<file path="config.mk">
export PLATFORM = sky130hd
export DESIGN_NAME = casc_updown_counter
export DESIGN_NICKNAME = d
export VERILOG_FILES = /design/src/rtl/cnt_pkg.sv /design/src/rtl/nibble_step.sv /design/src/rtl/nibble_tc.sv /design/src/rtl/nibble_stage.sv /design/src/rtl/casc_updown_counter.sv
export SDC_FILE = /design/constraint.sdc
export NUM_CORES = 1
export LEC_CHECK = 0
export BUFFER_PORTS_ARGS = -buffer_cell sky130_fd_sc_hd__clkbuf_2
export CAP_MARGIN = 20
export CORE_MARGIN = 1
export CORE_UTILIZATION = 51
export DETAILED_ROUTE_END_ITERATION = 8
export PLACE_DENSITY = 0.78
export SETUP_SLACK_MARGIN = 0.2
export SYNTH_ARGS = -nofsm -noshare
export SYNTH_HDL_FRONTEND = slang
export SYNTH_SLANG_ARGS = --single-unit
</file>
<file path="constraint.sdc">
create_clock -name clk -period 5.4 [get_ports clk]
set_clock_uncertainty 0.05 [all_clocks]
set_input_delay 0.54 -clock clk [delete_from_list [all_inputs] [get_ports clk]]
set_output_delay 0.54 -clock clk [all_outputs]
set_load 0.01 [all_outputs]
</file>
<file path="src/rtl/cnt_pkg.sv">
package cnt_pkg;

    localparam int NIB_W = 4;

    typedef logic [NIB_W-1:0] nib_t;

    typedef enum logic [1:0] {
        OP_HOLD,
        OP_LOAD,
        OP_INC,
        OP_DEC
    } op_e;

    typedef struct packed {
        logic load_n;
        logic cnt_n;
        logic carry_n;
        logic up;
    } ctl_t;

    // Load wins over counting; counting needs both enables low.
    function automatic op_e decode_op(input ctl_t c);
        if (!c.load_n)
            return OP_LOAD;
        else if (!c.cnt_n && !c.carry_n)
            return c.up ? OP_INC : OP_DEC;
        else
            return OP_HOLD;
    endfunction

    function automatic nib_t end_value(input logic up);
        return up ? {NIB_W{1'b1}} : {NIB_W{1'b0}};
    endfunction

endpackage

</file>
<file path="src/rtl/nibble_step.sv">
module nibble_step
    import cnt_pkg::*;
(
    input  op_e  op,
    input  nib_t cur,
    input  nib_t ld,
    output nib_t nxt
);
    always_comb begin
        unique case (op)
            OP_LOAD: nxt = ld;
            OP_INC:  nxt = cur + nib_t'(1);
            OP_DEC:  nxt = cur - nib_t'(1);
            default: nxt = cur;
        endcase
    end
endmodule

</file>
<file path="src/rtl/nibble_tc.sv">
module nibble_tc
    import cnt_pkg::*;
(
    input  nib_t cur,
    input  logic up,
    input  logic carry_n,
    output logic tc_n
);
    logic at_end;

    always_comb begin
        at_end = (cur == end_value(up));
        tc_n   = !(at_end && !carry_n);
    end
endmodule

</file>
<file path="src/rtl/nibble_stage.sv">
module nibble_stage
    import cnt_pkg::*;
(
    input  logic clk,
    input  logic rst,
    input  ctl_t ctl,
    input  nib_t ld,
    output nib_t q,
    output logic tc_n
);
    op_e  op;
    nib_t nxt;

    always_comb op = decode_op(ctl);

    nibble_step u_step (
        .op  (op),
        .cur (q),
        .ld  (ld),
        .nxt (nxt)
    );

    nibble_tc u_tc (
        .cur     (q),
        .up      (ctl.up),
        .carry_n (ctl.carry_n),
        .tc_n    (tc_n)
    );

    always_ff @(posedge clk) begin
        if (rst)
            q <= '0;
        else
            q <= nxt;
    end

    assert_load_R2: assert property (@(posedge clk) disable iff (rst)
        !ctl.load_n |=> q == $past(ld));

    assert_inc_R3: assert property (@(posedge clk) disable iff (rst)
        (ctl.load_n && !ctl.cnt_n && !ctl.carry_n && ctl.up)
        |=> q == nib_t'($past(q) + nib_t'(1)));

    assert_dec_R4: assert property (@(posedge clk) disable iff (rst)
        (ctl.load_n && !ctl.cnt_n && !ctl.carry_n && !ctl.up)
        |=> q == nib_t'($past(q) - nib_t'(1)));

    assert_hold_R5: assert property (@(posedge clk) disable iff (rst)
        (ctl.load_n && (ctl.cnt_n || ctl.carry_n)) |=> $stable(q));

    assert_tc_gate_R6: assert property (@(posedge clk) disable iff (rst)
        !tc_n |-> (!ctl.carry_n && (q == end_value(ctl.up))));
endmodule

</file>
<file path="src/rtl/casc_updown_counter.sv">
module casc_updown_counter
    import cnt_pkg::*;
#(
    parameter int STAGES = 2,
    localparam int W = STAGES * NIB_W
) (
    input  logic         clk,
    input  logic         rst,
    input  logic         load_n,
    input  logic         cnt_en_n,
    input  logic         carry_en_n,
    input  logic         up,
    input  logic [W-1:0] din,
    output logic [W-1:0] count,
    output logic         tc_n
);
    // chain[k] is the carry enable seen by stage k
    logic [STAGES:0] chain;

    assign chain[0] = carry_en_n;

    for (genvar k = 0; k < STAGES; k++) begin : g_stage
        ctl_t c;
        nib_t q;

        always_comb begin
            c.load_n  = load_n;
            c.cnt_n   = cnt_en_n;
            c.carry_n = chain[k];
            c.up      = up;
        end

        nibble_stage u_stage (
            .clk  (clk),
            .rst  (rst),
            .ctl  (c),
            .ld   (din[k*NIB_W +: NIB_W]),
            .q    (q),
            .tc_n (chain[k+1])
        );

        assign count[k*NIB_W +: NIB_W] = q;
    end

    assign tc_n = chain[STAGES];

    assert_clear_R1: assert property (@(posedge clk)
        rst |=> count == '0);

    assert_wide_inc_R7: assert property (@(posedge clk) disable iff (rst)
        (load_n && !cnt_en_n && !carry_en_n && up)
        |=> count == W'($past(count) + W'(1)));

    assert_wide_dec_R7: assert property (@(posedge clk) disable iff (rst)
        (load_n && !cnt_en_n && !carry_en_n && !up)
        |=> count == W'($past(count) - W'(1)));
endmodule

</file>
Yosys cells after proc, flatten, opt, wreduce, memory -nomap -nowiden

Index checks and enable logic that the tools add are counted.

Register bits: 8
Input port bits: 14
Output and inout port bits: 9
Logic and storage cells: 31

Add/subtract/negate cells: 4
Eq/ne operators: 8
Multiplexer cells: 8
Reduce and logical (&&, ||, !) cells: 9

Operators with widths:

| kind                                                 | count |
|---|---|
| one-hot mux 4 bit (3 select lines)                   | 2 |
| adder 4 x 1 -> 4 bit (second input constant)         | 2 |
| equality test 2 bit (second input constant)          | 4 |
| equality test 4 bit                                  | 2 |
| two-way mux 2 bit                                    | 4 |
| subtractor 4 x 1 -> 4 bit (second input constant)    | 2 |
| nonzero test 3 bit                                   | 2 |
| equality test 2 x 1 -> 1 bit (second input constant) | 2 |
| logical AND 1 bit                                    | 4 |
| two-way mux 4 bit                                    | 1 |
| logical NOT 1 bit                                    | 3 |
| two-way mux 1 bit                                    | 1 |

Longest topological paths before layout

Depth after elaboration: 8
Gate-level depth with buffers: 9
Gate-level depth less buffers: 8

Modules after synthesis

From an unflattened synthesis, not the netlist that was laid out.

Cell total of the unflattened synthesis: 96
Area total of the unflattened synthesis: 763.2 µm²

Modules (own cells, without submodules):

| module       | instances | cells each | area an instance (µm²) | seq. area each (µm²) |
|---|---|---|---|---|
| nibble_step  | 2         | 33         | 216.5                  | 0.0 |
| nibble_stage | 2         | 10         | 126.4                  | 80.1 |
| nibble_tc    | 2         | 5          | 38.8                   | 0.0 |

Worst setup path before layout

No wires, ideal clock.

Kind: input to register
Start point: input cnt_en_n
End point: register g_stage[1].u_stage.q[2]
Library setup time: 62 ps
Arrival: 2484 ps
Data required time: 5288 ps
Setup slack: 2804 ps
Cell stages on the path: 9
Buffers on the path: 1
Path through: or4b_1 buf_2 inv_1 nand2_1 xnor2_1 ha_1 or4_4 a211o_1 nand3_1

Longest elaborated chain between the ends: 6
Elaborated cells between the ends (all ways): 9
Classes of those cells: 3 x eq/ne; 3 x mux; 3 x reduce/logical

Ends and longest elaborated chain:

| element                                                                  | RTL line                  | text |
|---|---|---|
| start: declaration                                                       | casc_updown_counter.sv:10 | `input logic cnt_en_n,` |
| logical NOT 1 bit (*)                                                    | cnt_pkg.sv:25             | `else if (!c.cnt_n && !c.carry_n)` |
| logical AND 1 bit (*)                                                    | cnt_pkg.sv:25             |  |
| two-way mux 2 bit (*)                                                    | cnt_pkg.sv:25             |  |
| two-way mux 2 bit (*)                                                    | cnt_pkg.sv:23             | `if (!c.load_n)` |
| equality test 2 bit or equality test 2 x 1 -> 1 bit (tied branches)      | nibble_step.sv:10         | `unique case (op)` |
| one-hot mux 4 bit (3 select lines) or nonzero test 3 bit (tied branches) | --                        |  |
| end signal: assignment                                                   | nibble_stage.sv:34        | `q <= nxt;` |
| end: declaration                                                         | nibble_stage.sv:8         | `output nib_t q,` |

Every way passes the cells marked *; elsewhere a longest branch is shown, timed or not.
A chain may end at the register's enable or synchronous reset.

Worst setup path in the final report

Start point: input load_n
End point: register g_stage[1].u_stage.q[2]

Longest elaborated chain between the ends: 3
Elaborated cells between the ends (all ways): 6
Classes of those cells: 3 x eq/ne; 2 x mux; 1 x reduce/logical

Ends and longest elaborated chain:

| element                                                                  | RTL line                 | text |
|---|---|---|
| start: declaration                                                       | casc_updown_counter.sv:9 | `input logic load_n,` |
| two-way mux 2 bit (*)                                                    | cnt_pkg.sv:23            |  |
| equality test 2 bit or equality test 2 x 1 -> 1 bit (tied branches)      | nibble_step.sv:10        |  |
| one-hot mux 4 bit (3 select lines) or nonzero test 3 bit (tied branches) | --                       |  |

Marks and branches as above.

==> flow_summary.ini <==
[outcome]
run_status = finished clean

[finish]
drive_gt1_frac = 0.274
largest_reg_flops = 8
top_register = g_stage.u_stage.q
top_regs = g_stage.u_stage.q x8
final-seq-area_sq_um = 160
layout.cells.non_filler = 120
antenna_cells = 0
multi_input_area_sq_um = 474
final_nets = 126
nFillCells = 106
syn_to_final_growth_pct = 19.3

[clocking]
cts_root_buf = clkbuf_4
cts_tree = done
cts_buffers = 3
htreeDepth = 1
clk_transition_reported_paths_ns = 0.06
clockBufferDepth = 2
clock_sinks = 8
cts_resized = 0
cts_setup_buffers = 0
ctsHoldBuffers = 0
clk_latency_ns = 0.25

[setup_path]
required_ns = 5.55
cp_data_arrival_time_ns = 2.92
critPathCaptureType = flop
crit_type = primary input to flop
r2r-start = g_stage[0].u_stage.q[0]
setup.worst_path.start = load_n
crit_fanout = 20
start_kind = primary input

[timing]
finalCritPeriodShare = 0.513
grt_setup_unrepaired = false
max-slew-margin-rel = 0.528
fin_tns_setup_ns = 0
hold_viol_final = 0
whs_ns = 0.474
worst_slew_pin_slew_ns = 0.702
setup_viol = 0
maxSlewViolCount = 0
fin_crit_ns = 2.77
clock.fmax_mhz = 361

[global_routing]
grt_pass1_wl_mm = 2.83
antenna_found_initial = 0
track_usage = 0.278
grt_pass1_vias = 621
grt_max_degree = 21
grt-ovfl-total = 0

[synthesis]
synth_top_cell_by_area = dfxtp_1
yosys.area_share.simple = 0.348
syn-cell-area_sq_um = 673
synth_xor_area_frac = 0.0520
avgSynthCellArea_sq_um = 7.92
synthMuxAreaShare = 0
synth_top_family_by_area = simple AND/OR/NAND/NOR gates
synth_fa_ha_area_frac = 0.0855
ys_types = 39
synthCells = 85
synth_top_area_frac = 0.238
synth-compound-area-share = 0.219
synth_area_leaders = dfxtp_1 (24%), ha_1 (5.6%), xnor2_1 (5.2%)
ys_seq_area_frac = 0.238
synth_seq_cells = 8
synth_nets = 103
ys_warn_count = 0

[die]
die_h_microns = 38.3
num_rows = 12
core_area_sq_mm = 0.00117
start_util = 0.575
die_x_microns = 38.3
die-area_sq_mm = 0.00147
io_pins = 23

[routing]
num_vias = 709
route.detailed.wl_per_inst_microns = 13.7
drtPass1Iterations = 4
routed_wl_mm = 1.64
drcViolationCount = 0
ant_nets = 0
first_iter_violations = 12
avgViaCountPerCell = 5.91

[power_and_ir_drop]
pwr-share-clk = 0.298
power_frac_seq = 0.434
internal_power_uw = 110
p_sw_uw = 54.2
ir_drop_mv = 0.123
power_frac_comb = 0.268
power.density_mw_per_mm2 = 204
switching_share = 0.330
p_leak_nw = 0.353

[min_path]
hold_path_class = primary input to flop
hold_start = din[1]

[placement]
placedCellCount = 117
dp_hpwl_mm = 1.25
numPortBuffers = 22
place_congestion = 0.834

[flow_run]
cap_violations = 0
[critical path, stage by stage]
cell and delay, ns:
clkbuf_2 0.30, or4b_1 0.59, inv_1 0.18, nand2_1 0.10, xnor2_1 0.16, ha_1 0.20
or4_4 0.51, a211o_1 0.27, nand3_1 0.06
[kinds of logic after synthesis]
family	count (synthesis)
fa+ha+maj	4
xor+xnor	4
compound gates	20
flops	8
buf+inv	9
simple gates	40
[layout make-up]
cell class	instances	share of cell area
clock buffers	3	0.0280
repair buffers	22	0.137
inverters	5	0.0234
well taps	14	0.0218
multi-input cells	68	0.590
flip-flops and latches	8	0.199
[layer usage]
metal	track usage	vias to the layer above	wire length (microns)
met2	0.432	18	762
met4	0.103	0	19
met1	0.388	327	797
met3	0.0349	2	60
li1	-	362	-
met5	0	-	0
[path summary, 6_finish.rpt]
path | endpoint | slack [ns] | cells past startpoint
min reg2reg | g_stage[1].u_stage.q[1] | 0.53 | 2
min | g_stage[0].u_stage.q[1] | 0.47 | 3
max | g_stage[1].u_stage.q[2] | 2.63 | 9
max reg2reg | g_stage[1].u_stage.q[2] | 2.89 | 7
[layout by cell type, fill, tap and decap left out]
| cell | Yosys | layout |
|---|---|---|
| clkbuf_2 | 0 | 22 |
| dfxtp_1 | 8 | 8 |
| nand2_1 | 7 | 7 |
| nor2_1 | 7 | 7 |
| inv_1 | 5 | 5 |
| xnor2_1 | 4 | 4 |
| nand3_1 | 4 | 4 |
| and3_1 | 3 | 3 |
| nor3_1 | 3 | 3 |
| a211oi_1 | 3 | 3 |
| nor3b_1 | 3 | 3 |
| a21oi_1 | 3 | 3 |
| o211ai_1 | 3 | 3 |
| ha_1 | 3 | 3 |
| clkbuf_4 | 0 | 3 |
| nand3b_1 | 2 | 2 |
| a311oi_1 | 2 | 2 |
| or4b_1 | 1 | 1 |
| nor4_1 | 1 | 1 |
| or3_1 | 1 | 1 |
| o31ai_1 | 1 | 1 |
| or4_1 | 1 | 1 |
| a31o_2 | 1 | 1 |
| nor4bb_1 | 1 | 1 |
| a22o_1 | 1 | 1 |
| or4_4 | 1 | 1 |
| o21ai_0 | 1 | 1 |
| or3b_2 | 1 | 1 |
| a22oi_1 | 1 | 1 |
| a211o_1 | 1 | 1 |
| or2_2 | 1 | 1 |
| nand2b_1 | 1 | 1 |
| o32ai_1 | 1 | 1 |
| a21boi_0 | 1 | 1 |
| or3b_1 | 1 | 1 |
| nor4b_1 | 1 | 1 |
| o21bai_1 | 1 | 1 |
| fa_1 | 1 | 1 |
[synth_stat cells, drive strengths merged]
library cell / instances
nand2b: 1
or4b: 1
nor3b: 3
or2: 1
nand3: 4
inv: 5
o21bai: 1
fa: 1
a21oi: 3
clkbuf: 2
nor4bb: 1
o21ai: 1
and3: 3
buf: 2
nor4: 1
o211ai: 3
nor3: 3
a211oi: 3
or3b: 2
xnor2: 4
a22o: 1
a22oi: 1
a31o: 1
dfxtp: 8
a21boi: 1
o32ai: 1
ha: 3
nor4b: 1
nand3b: 2
o31ai: 1
or4: 2
nor2: 7
or3: 1
a311oi: 2
a211o: 1
nand2: 7
[power by group through the flow]
| stage | sequential [mW] | clock, mW | combinational [mW] |
|---|---|---|---|
| after floorplan | 0.0731 | 0 | 0.0263 |
| after global placement | 0.0719 | 0 | 0.0427 |
| after detailed placement | 0.0724 | 0 | 0.0436 |
| after CTS | 0.0710 | 0.0485 | 0.0438 |
| after global routing | 0.0722 | 0.0502 | 0.0491 |
| final | 0.0712 | 0.0488 | 0.0439 |
[through the flow]
step | power [mW] | area [sq um] | setup WS [ns] | utilization
floorplan | 0.0994 | 673 | 2.80 | -
global placement | 0.115 | 781 | 2.50 | 0.667
detailed placement | 0.116 | 781 | 2.39 | 0.667
CTS | 0.163 | 803 | 2.65 | 0.686
global route | 0.172 | 803 | 2.51 | 0.686
finish | 0.164 | 803 | 2.63 | 0.686
(Power assumes the default switching activity.)
